==> src/rtl/pg_pkg.sv <==
package pg_pkg;
  typedef enum logic [1:0] {
    PAT_PRBS = 2'd0,
    PAT_REP  = 2'd1,
    PAT_QRSS = 2'd2
  } pat_mode_e;

  // qrss wins over the pattern-type select
  function automatic pat_mode_e decode_mode(input logic rep, input logic qrss);
    if (qrss)     return PAT_QRSS;
    else if (rep) return PAT_REP;
    else          return PAT_PRBS;
  endfunction
endpackage

==> src/rtl/pg_load_edge.sv <==
module pg_load_edge (
  input  logic clk_i,
  input  logic rst_ni,
  input  logic load_i,
  input  logic gen_en_i,
  output logic fire_o
);
  logic load_q;

  always_ff @(posedge clk_i or negedge rst_ni) begin
    if (!rst_ni) load_q <= 1'b0;
    else         load_q <= load_i;
  end

  assign fire_o = load_i & ~load_q & gen_en_i;

  // a held level cannot produce two accepted loads back to back
  assert_single_fire_R9: assert property (@(posedge clk_i) disable iff (!rst_ni)
    fire_o |=> !fire_o);
endmodule

==> src/rtl/pg_feedback.sv <==
module pg_feedback
  import pg_pkg::*;
#(
  parameter int REG_W  = 32,
  parameter int SEL_W  = $clog2(REG_W),
  parameter int QTAP_A = 17,
  parameter int QTAP_B = 20,
  parameter int ZRUN   = 14
) (
  input  logic [REG_W-1:0] state_i,
  input  logic [SEL_W-1:0] len_sel_i,
  input  logic [SEL_W-1:0] tap_sel_i,
  input  pat_mode_e        mode_i,
  output logic             fb_o,
  output logic             out_o
);
  logic tap_n, tap_y, low_zero, run_zero, fb_raw;

  assign tap_n    = state_i[len_sel_i];
  assign tap_y    = state_i[tap_sel_i];
  assign low_zero = ~|state_i[REG_W-2:0];
  assign run_zero = ~|state_i[ZRUN-1:0];

  always_comb begin
    unique case (mode_i)
      PAT_REP:  fb_raw = tap_n;
      PAT_QRSS: fb_raw = state_i[QTAP_A-1] ^ state_i[QTAP_B-1];
      default:  fb_raw = tap_n ^ tap_y;
    endcase
  end

  assign fb_o  = (mode_i != PAT_REP && low_zero) ? 1'b1 : fb_raw;
  assign out_o = (mode_i == PAT_QRSS && run_zero) ? 1'b1 : fb_o;
endmodule

==> src/rtl/pg_shift_reg.sv <==
module pg_shift_reg #(
  parameter int REG_W = 32
) (
  input  logic             clk_i,
  input  logic             rst_ni,
  input  logic             load_i,
  input  logic             adv_i,
  input  logic [REG_W-1:0] seed_i,
  input  logic             fb_i,
  input  logic             out_i,
  output logic [REG_W-1:0] state_o,
  output logic             bit_o
);
  logic [REG_W-1:0] state_q;
  logic             bit_q;

  always_ff @(posedge clk_i or negedge rst_ni) begin
    if (!rst_ni) begin
      state_q <= '1;
      bit_q   <= 1'b0;
    end else if (load_i) begin
      state_q <= seed_i;
    end else if (adv_i) begin
      state_q <= {state_q[REG_W-2:0], fb_i};
      bit_q   <= out_i;
    end
  end

  assign state_o = state_q;
  assign bit_o   = bit_q;

  assert_seed_copy_R8: assert property (@(posedge clk_i) disable iff (!rst_ni)
    load_i |=> (state_q == $past(seed_i)) && $stable(bit_q));

  assert_shift_R2: assert property (@(posedge clk_i) disable iff (!rst_ni)
    (adv_i && !load_i) |=> (state_q[REG_W-1:1] == $past(state_q[REG_W-2:0]))
                          && (state_q[0] == $past(fb_i)) && (bit_q == $past(out_i)));

  assert_hold_R10: assert property (@(posedge clk_i) disable iff (!rst_ni)
    (!adv_i && !load_i) |=> $stable(state_q) && $stable(bit_q));
endmodule

==> src/rtl/prbs_pattern_gen.sv <==
module prbs_pattern_gen
  import pg_pkg::*;
#(
  parameter int REG_W  = 32,
  parameter int SEL_W  = $clog2(REG_W),
  parameter int QTAP_A = 17,
  parameter int QTAP_B = 20,
  parameter int ZRUN   = 14
) (
  input  logic             clk_i,
  input  logic             rst_ni,
  input  logic             gen_en_i,
  input  logic             load_i,
  input  logic             bit_en_i,
  input  logic             rep_mode_i,
  input  logic             qrss_i,
  input  logic [SEL_W-1:0] len_sel_i,
  input  logic [SEL_W-1:0] tap_sel_i,
  input  logic [REG_W-1:0] seed_i,
  output logic             bit_o
);
  pat_mode_e        mode;
  logic             load_fire, adv, fb, out_bit;
  logic [REG_W-1:0] state;

  assign mode = decode_mode(rep_mode_i, qrss_i);
  assign adv  = gen_en_i & bit_en_i & ~load_fire;

  pg_load_edge u_load (
    .clk_i   (clk_i),
    .rst_ni  (rst_ni),
    .load_i  (load_i),
    .gen_en_i(gen_en_i),
    .fire_o  (load_fire)
  );

  pg_feedback #(
    .REG_W (REG_W),
    .SEL_W (SEL_W),
    .QTAP_A(QTAP_A),
    .QTAP_B(QTAP_B),
    .ZRUN  (ZRUN)
  ) u_fb (
    .state_i  (state),
    .len_sel_i(len_sel_i),
    .tap_sel_i(tap_sel_i),
    .mode_i   (mode),
    .fb_o     (fb),
    .out_o    (out_bit)
  );

  pg_shift_reg #(.REG_W(REG_W)) u_sr (
    .clk_i  (clk_i),
    .rst_ni (rst_ni),
    .load_i (load_fire),
    .adv_i  (adv),
    .seed_i (seed_i),
    .fb_i   (fb),
    .out_i  (out_bit),
    .state_o(state),
    .bit_o  (bit_o)
  );

  assert_prbs_taps_R3: assert property (@(posedge clk_i) disable iff (!rst_ni)
    (adv && mode == PAT_PRBS && |state[REG_W-2:0])
      |=> state[0] == ($past(state[len_sel_i]) ^ $past(state[tap_sel_i])));

  assert_rep_recirc_R4: assert property (@(posedge clk_i) disable iff (!rst_ni)
    (adv && mode == PAT_REP) |=> state[0] == $past(state[len_sel_i]));

  assert_qrss_taps_R5: assert property (@(posedge clk_i) disable iff (!rst_ni)
    (adv && mode == PAT_QRSS && |state[REG_W-2:0])
      |=> state[0] == ($past(state[QTAP_A-1]) ^ $past(state[QTAP_B-1])));

  assert_zero_run_R6: assert property (@(posedge clk_i) disable iff (!rst_ni)
    (adv && mode == PAT_QRSS && ~|state[ZRUN-1:0]) |=> bit_o);

  assert_lockup_escape_R7: assert property (@(posedge clk_i) disable iff (!rst_ni)
    (adv && mode != PAT_REP && ~|state[REG_W-2:0]) |=> state[0]);

  assert_no_load_idle_R9: assert property (@(posedge clk_i) disable iff (!rst_ni)
    (!gen_en_i) |=> $stable(state) && $stable(bit_o));
endmodule

==> config.mk <==
export PLATFORM = sky130hd
export DESIGN_NAME = prbs_pattern_gen
export DESIGN_NICKNAME = d
export VERILOG_FILES = /design/src/rtl/pg_pkg.sv /design/src/rtl/pg_load_edge.sv /design/src/rtl/pg_feedback.sv /design/src/rtl/pg_shift_reg.sv /design/src/rtl/prbs_pattern_gen.sv
export SDC_FILE = /design/constraint.sdc
export NUM_CORES = 1
export LEC_CHECK = 0
export BUFFER_PORTS_ARGS = -buffer_cell sky130_fd_sc_hd__buf_2
export CAP_MARGIN = 0
export CORE_ASPECT_RATIO = 1.1
export CORE_UTILIZATION = 45
export DETAILED_ROUTE_END_ITERATION = 12
export GPL_TIMING_DRIVEN = 1
export PLACE_DENSITY = 0.68
export SLEW_MARGIN = 10
export SYNTH_ARGS = -nofsm -noshare
export SYNTH_HDL_FRONTEND = slang
export SYNTH_SLANG_ARGS = --single-unit
==> constraint.sdc <==
create_clock -name clk_i -period 2.35 [get_ports clk_i]
set_input_delay 0.1175 -clock clk_i [delete_from_list [all_inputs] [get_ports clk_i]]
set_output_delay 0.1175 -clock clk_i [all_outputs]
set_load 0.02 [all_outputs]
==> results of run 1 <==
## synth_stat cells (2+ instances only)
cell type,instances,area (sq um)
mux2i_1,40,400
a21oi_1,34,170
nor2_1,33,124
dfstp_2,32,841
mux4_1,9,236
buf_1,6,22.5
clkbuf_1,5,18.8
mux4_2,5,113
nor4_1,5,31.3
nor3_1,4,20.0
buf_6,3,33.8
inv_1,3,11.3
nand2_1,3,11.3
o211ai_1,3,22.5
a31oi_1,2,12.5
buf_2,2,10.0
dfrtp_1,2,50.1
nand3_1,2,10.0
nand3b_1,2,15.0
nand4_1,2,12.5
nor2b_1,2,12.5
## logic make-up (layout without fill, tap and decap cells)
family                    after synthesis  after routing  share of synthesized area
DFF                                    34             34                      0.387
and+or+nand+nor                        58             58                      0.119
xor gates and xnor gates                1              1                    0.00381
AOI/OAI and AO/OA                      47             47                      0.118
buffers and inverters                  19             65                     0.0418
muxes                                  55             55                      0.330
## how the worst min path moves through the flow
stage                     cells past startpoint  startpoint                            to  slack (ns)
after floorplan                               0      rst_ni       u_load.load_q$_DFF_PN0_       -0.18
final                                         3  seed_i[21]  u_sr.state_o[21]$_DFFE_PN1P_        0.05
after global routing                          3  seed_i[15]  u_sr.state_o[15]$_DFFE_PN1P_        0.06
after detailed placement                      1      rst_ni       u_load.load_q$_DFF_PN0_        0.23
after global placement                        1      rst_ni       u_load.load_q$_DFF_PN0_        0.23
after CTS                                     3  seed_i[21]  u_sr.state_o[21]$_DFFE_PN1P_        0.05
## critical path: cells and delay by family, from the launching register on
kind / cells / cell delay (ns)
AO/OA/AOI/OAI: 2 / 0.67
AND/OR/NAND/NOR: 4 / 0.92
flip-flops: 1 / 0.39
## layer usage
metal  global-route usage  vias to the layer above  wire (um)  share of wire
li1                     -                      898          -              -
met4               0.0680                        0         72          0.014
met5                    0                        -          0              0
met3               0.0394                        8        280          0.053
met2                0.315                       58       2460           0.47
met1                0.301                      911       2430           0.46
## area by class of cell
class                      instances  area, sq um
inverter                           3         11.3
timing repair buffer              54          288
fill                             438         2100
multi-input combinational        161         1320
sequential                        34          891
tap                               56         70.1
clock buffer                       8          110
## per-stage QoR
| stage | util | setup WS, ns | power, mW | cells |
|---|---|---|---|---|
| after floorplan | - | 0.629 | 1.44 | 214 |
| after global placement | 0.534 | 0.433 | 1.62 | 306 |
| after detailed placement | 0.534 | 0.369 | 1.64 | 306 |
| after CTS | 0.561 | 0.343 | 2.17 | 316 |
| after global routing | 0.561 | 0.226 | 2.28 | 316 |
| final | 0.561 | 0.299 | 2.15 | 316 |
## flip-flops by register name, indices dropped and copies added, names as in the netlist
register       cells
u_sr.state_o      32
u_sr.bit_o         1
u_load.load_q      1
## power by group through the flow
stage | Sequential (mW) | Combinational, mW | Clock [mW]
finish | 1.07 | 0.565 | 0.512
global route | 1.11 | 0.627 | 0.544
CTS | 1.07 | 0.570 | 0.526
detailed placement | 1.08 | 0.566 | 0
global placement | 1.07 | 0.552 | 0
floorplan | 0.994 | 0.446 | 0
==> flow_metrics.py, run 1 <==
metrics = {
    "run_status": {
        "status": "finished, final reports clean",
    },
    "global_routing": {
        "grt_pass1_vias": 1823,
        "overflow": 0,
        "grt_max_degree": 37,
        "grt_pass1_wl_mm": 8.89,
        "grt_usage": 0.208,
        "grt_antenna_before_repair": 0,
    },
    "timing": {
        "rsz0062_at_grt": "no",
        "finalSetupViolCount": 0,
        "slew_violations": 0,
        "fin_crit_ns": 2.05,
        "fin_skew_ns": 0.00772,
        "maxSlewHeadroom": 0.496,
        "final.period_utilization": 0.873,
        "hold_ws_ns": 0.0519,
        "tns_ns": 0,
        "hold_viol_final": 0,
        "worstMarginPinSlew_ns": 0.755,
        "fmax_mhz": 488,
    },
    "critical_path": {
        "worstSetupPathType": "flip-flop to flip-flop",
        "worstSetupEndpointType": "flip-flop",
        "crit_required_ns": 2.56,
        "cp-start-kind": "flip-flop",
        "r2r_start": "u_sr.state_o[17]$_DFFE_PN1P_",
        "crit_arrival_ns": 2.26,
        "startpoint": "u_sr.state_o[17]$_DFFE_PN1P_",
        "reg2reg_depth": 6,
        "path_max_fanout": 5,
        "r2r_setup_slack_ns": 0.30,
        "cp-endpoint": "u_sr.state_o[0]$_DFFE_PN1P_",
        "max_stage_delay_ns": 0.52,
        "crit_chain": "or4_1, a2111oi_0, nand4_1, nor2_2, nor3_1, a21oi_1",
        "timing.rr.end": "u_sr.state_o[0]$_DFFE_PN1P_",
        "slowest_stage": "or4_1",
    },
    "clock_tree": {
        "h-tree-depth": 2,
        "post_cts_buffers": 0,
        "cts_tree": "built",
        "ctsResizeCount": 0,
        "clock_latency_ns": 0.29,
        "clkTransAtPathRegs_ns": 0.07,
        "root_buffer": "clkbuf_8",
        "numCtsBuffers": 5,
        "cts.sinks": 34,
        "clk_path_buf_depth": 2,
        "cts_hold_repair.buffers": 2,
    },
    "synth": {
        "syn_nets": 263,
        "synth_edf_count": 0,
        "syn_area_per_cell_sq_um": 10.8,
        "synth-seq-cells": 34,
        "synthArstFlopShare": 1.00,
        "synthCells": 214,
        "synth_ff_type": "dfstp_2",
        "ys.warnings.count": 0,
        "yosys.cell_types.count": 36,
        "syn-cell-area_sq_mm": 0.00230,
        "yosysSeqAreaShare": 0.387,
    },
    "placed_design": {
        "hpwlAfterDp_mm": 3.76,
        "placed_cell_area_sq_mm": 0.00255,
        "place.gp.congestion": 0.856,
        "portBuffers": 49,
    },
    "power": {
        "comb_power_share": 0.263,
        "leakage_nw": 1.24,
        "pwr-share-seq": 0.499,
        "p_per_area_mw_per_mm2": 801,
        "vdd_ir_drop_max_mv": 0.383,
        "p_int_mw": 1.48,
        "switching_share": 0.310,
        "p_sw_mw": 0.667,
        "clockPowerShare": 0.238,
    },
    "finish": {
        "area_growth_pct": 16.6,
        "fin_nets": 308,
        "final_common_cell": "buf_2",
        "final_cell_mix": "buf_2 (49), mux2i_1 (40), a21oi_1 (34)",
        "diodes": 0,
        "drive_above_1_share": 0.388,
        "stdcell_area_sq_mm": 0.00269,
    },
    "floorplan": {
        "rows": 26,
        "fp.dieH_um": 77.0,
        "initial_core_util": 0.481,
        "die_x_um": 70.2,
        "core_sq_mm": 0.00478,
        "die_area_sq_mm": 0.00541,
        "io_pins": 50,
    },
    "detailed_routing": {
        "postRouteAntennaNets": 0,
        "firstDrtPassIters": 4,
        "drcViolationCount": 0,
        "wl_mm": 5.24,
        "viasPerCell": 5.93,
        "via_count": 1875,
        "drt_iter0_markers": 140,
        "wl_per_cell_um": 16.6,
    },
    "hold_path": {
        "hold_path_class": "primary input to flip-flop",
    },
    "run": {
        "timing.max_cap.violations": 0,
    },
}
(Power assumes the default switching activity.)
==> run 2, diff against run 1 <==
Settings changed: CORE_UTILIZATION 45 to 30, PLACE_DENSITY 0.68 to default.
==> run 2 against run 1 <==
Sequential power about the same. Design area grew 0.75%. First-iteration DRC count is 43% lower. Via count shrank 1.5%. Die area rose by 49%. Clock power shrank 13%. Setup slack improved by 0.11 ns. Register-to-register slack improved by 0.11 ns. Critical endpoint unchanged. Largest cell class unchanged.
==> flow_metrics.py, run 2 (same netlist as run 1, synthesis figures left out) <==
metrics = {
    "run_status": {
        "status": "finished, final reports clean",
    },
    "finish": {
        "final_common_cell": "buf_2",
        "area_growth_pct": 17.5,
        "fin_cells": 347,
        "fill_cells": 787,
        "final_core_util": 0.364,
        "largest_reg_flops": 32,
        "final_cell_mix": "buf_2 (49), mux2i_1 (40), a21oi_1 (34)",
        "fin_nets": 308,
        "diodes": 0,
        "drive_above_1_share": 0.385,
    },
    "timing": {
        "finalSetupViolCount": 0,
        "final.period_utilization": 0.828,
        "worstMarginPinSlew_ns": 0.775,
        "slew_violations": 0,
        "fmax_mhz": 514,
        "fin_skew_ns": 0.00488,
        "hold_ws_ns": 0.0590,
        "hold_viol_final": 0,
        "maxSlewHeadroom": 0.483,
        "setup_ws_ns": 0.405,
        "tns_ns": 0,
        "rsz0062_at_grt": "no",
        "fin_crit_ns": 1.95,
    },
    "detailed_routing": {
        "wl_per_cell_um": 16.4,
        "drcViolationCount": 0,
        "firstDrtPassIters": 4,
        "drt_iter0_markers": 80,
        "viasPerCell": 5.32,
        "via_count": 1846,
        "wl_mm": 5.68,
        "postRouteAntennaNets": 0,
    },
    "global_routing": {
        "grt_pass1_vias": 1880,
        "use_met3": 0.0308,
        "met2_usage": 0.252,
        "overflow": 0,
        "grt_max_degree": 37,
        "grt.busiest_layer": "met2",
        "grt_usage": 0.152,
        "grt_use_met1": 0.201,
        "grt_pass1_wl_mm": 9.40,
        "grt_antenna_before_repair": 0,
    },
    "critical_path": {
        "crit_required_ns": 2.56,
        "worstSetupEndpointType": "flip-flop",
        "slowest_stage": "or4_1",
        "max_stage_delay_ns": 0.50,
        "crit_family": "simple AND/OR/NAND/NOR gates",
        "path_max_fanout": 5,
        "r2r_setup_slack_ns": 0.40,
        "crit_arrival_ns": 2.16,
        "worstSetupPathType": "flip-flop to flip-flop",
        "cp_num_buf_inv": 0,
        "cp-start-kind": "flip-flop",
        "crit_chain": "or4_1, a2111oi_0, nand4_1, nor2_2, nor3_1, a21oi_1",
    },
    "floorplan": {
        "die_area_sq_mm": 0.00803,
        "core_sq_mm": 0.00743,
        "io_pins": 50,
        "rows": 33,
        "fp.dieH_um": 93.9,
        "initial_core_util": 0.310,
        "die_x_um": 85.5,
    },
    "placed_design": {
        "portBuffers": 49,
        "place.gp.congestion": 0.826,
        "dp.cells": 337,
        "hpwlAfterDp_mm": 4.20,
        "pre_cts_ws_ns": 0.426,
    },
    "power": {
        "leakage_nw": 1.23,
        "vdd_ir_drop_max_mv": 0.238,
        "p_per_area_mw_per_mm2": 771,
    },
    "clock_tree": {
        "clock_latency_ns": 0.28,
        "numCtsBuffers": 5,
        "clkTransAtPathRegs_ns": 0.07,
        "root_buffer": "clkbuf_8",
        "cts_tree": "built",
        "clk_path_buf_depth": 2,
        "cts.sinks": 34,
        "h-tree-depth": 2,
    },
    "hold_path": {
        "hold_path_class": "primary input to flip-flop",
    },
    "run": {
        "timing.max_cap.violations": 0,
    },
}
run 2: cell count changes in the layout (fill, tap and decap cells not counted):
cell,previous run,this run
clkbuf_1,0,1
clkbuf_8,8,6
clkinv_2,0,1
run 2: final timing paths:
path,start,to,depth (start not counted)
setup / recovery,u_sr.state_o[17]$_DFFE_PN1P_,u_sr.state_o[0]$_DFFE_PN1P_,6
hold / removal,seed_i[27],u_sr.state_o[27]$_DFFE_PN1P_,3
setup reg to reg,u_sr.state_o[17]$_DFFE_PN1P_,u_sr.state_o[0]$_DFFE_PN1P_,6
hold reg to reg,u_sr.bit_o$_DFFE_PN0P_,u_sr.bit_o$_DFFE_PN0P_,2
max in group asynchronous,rst_ni,u_sr.bit_o$_DFFE_PN0P_,2
min in group asynchronous,rst_ni,u_load.load_q$_DFF_PN0_,2
run 2: worst min-delay path: stages:
cell	delay [ns]
buf_2	0.09
nor2_1	0.09
a21oi_1	0.05
run 2: timing repair:
action,in CTS,in global routing
resized for setup,0,0
hold buffers,2,0
endpoints found under the hold margin,3,0
endpoints found under the setup margin,0,0
buffers inserted,0,0
run 2: cell type report:
cell class	instances	area, sq um	area share
well taps	87	109	0.0402
flip-flops and latches	34	891	0.329
repair buffers	54	288	0.106
clock inverters	1	5.00	0.00185
clock buffers	7	86.3	0.0319
multi-input cells	161	1320	0.486
inverters	3	11.3	0.00416
run 2: power by group:
part / switching, mW / leakage, nW / internal, mW
registers: 0.213 / 0.360 / 0.858
logic: 0.238 / 0.821 / 0.331
clock network: 0.210 / 0.0482 / 0.236
total: 0.661 / 1.23 / 1.42
run 2: per-stage QoR:
step,area (sq um),total power [mW]
floorplan,2300,1.44
global placement,2590,1.63
detailed placement,2590,1.65
CTS,2710,2.11
global route,2710,2.23
finish,2710,2.09
run 2: metal layers:
layer | vias up | wire [um]
li1 | 909 | -
met1 | 889 | 2640
met4 | 0 | 68
met3 | 5 | 238
met2 | 43 | 2730
met5 | - | 0
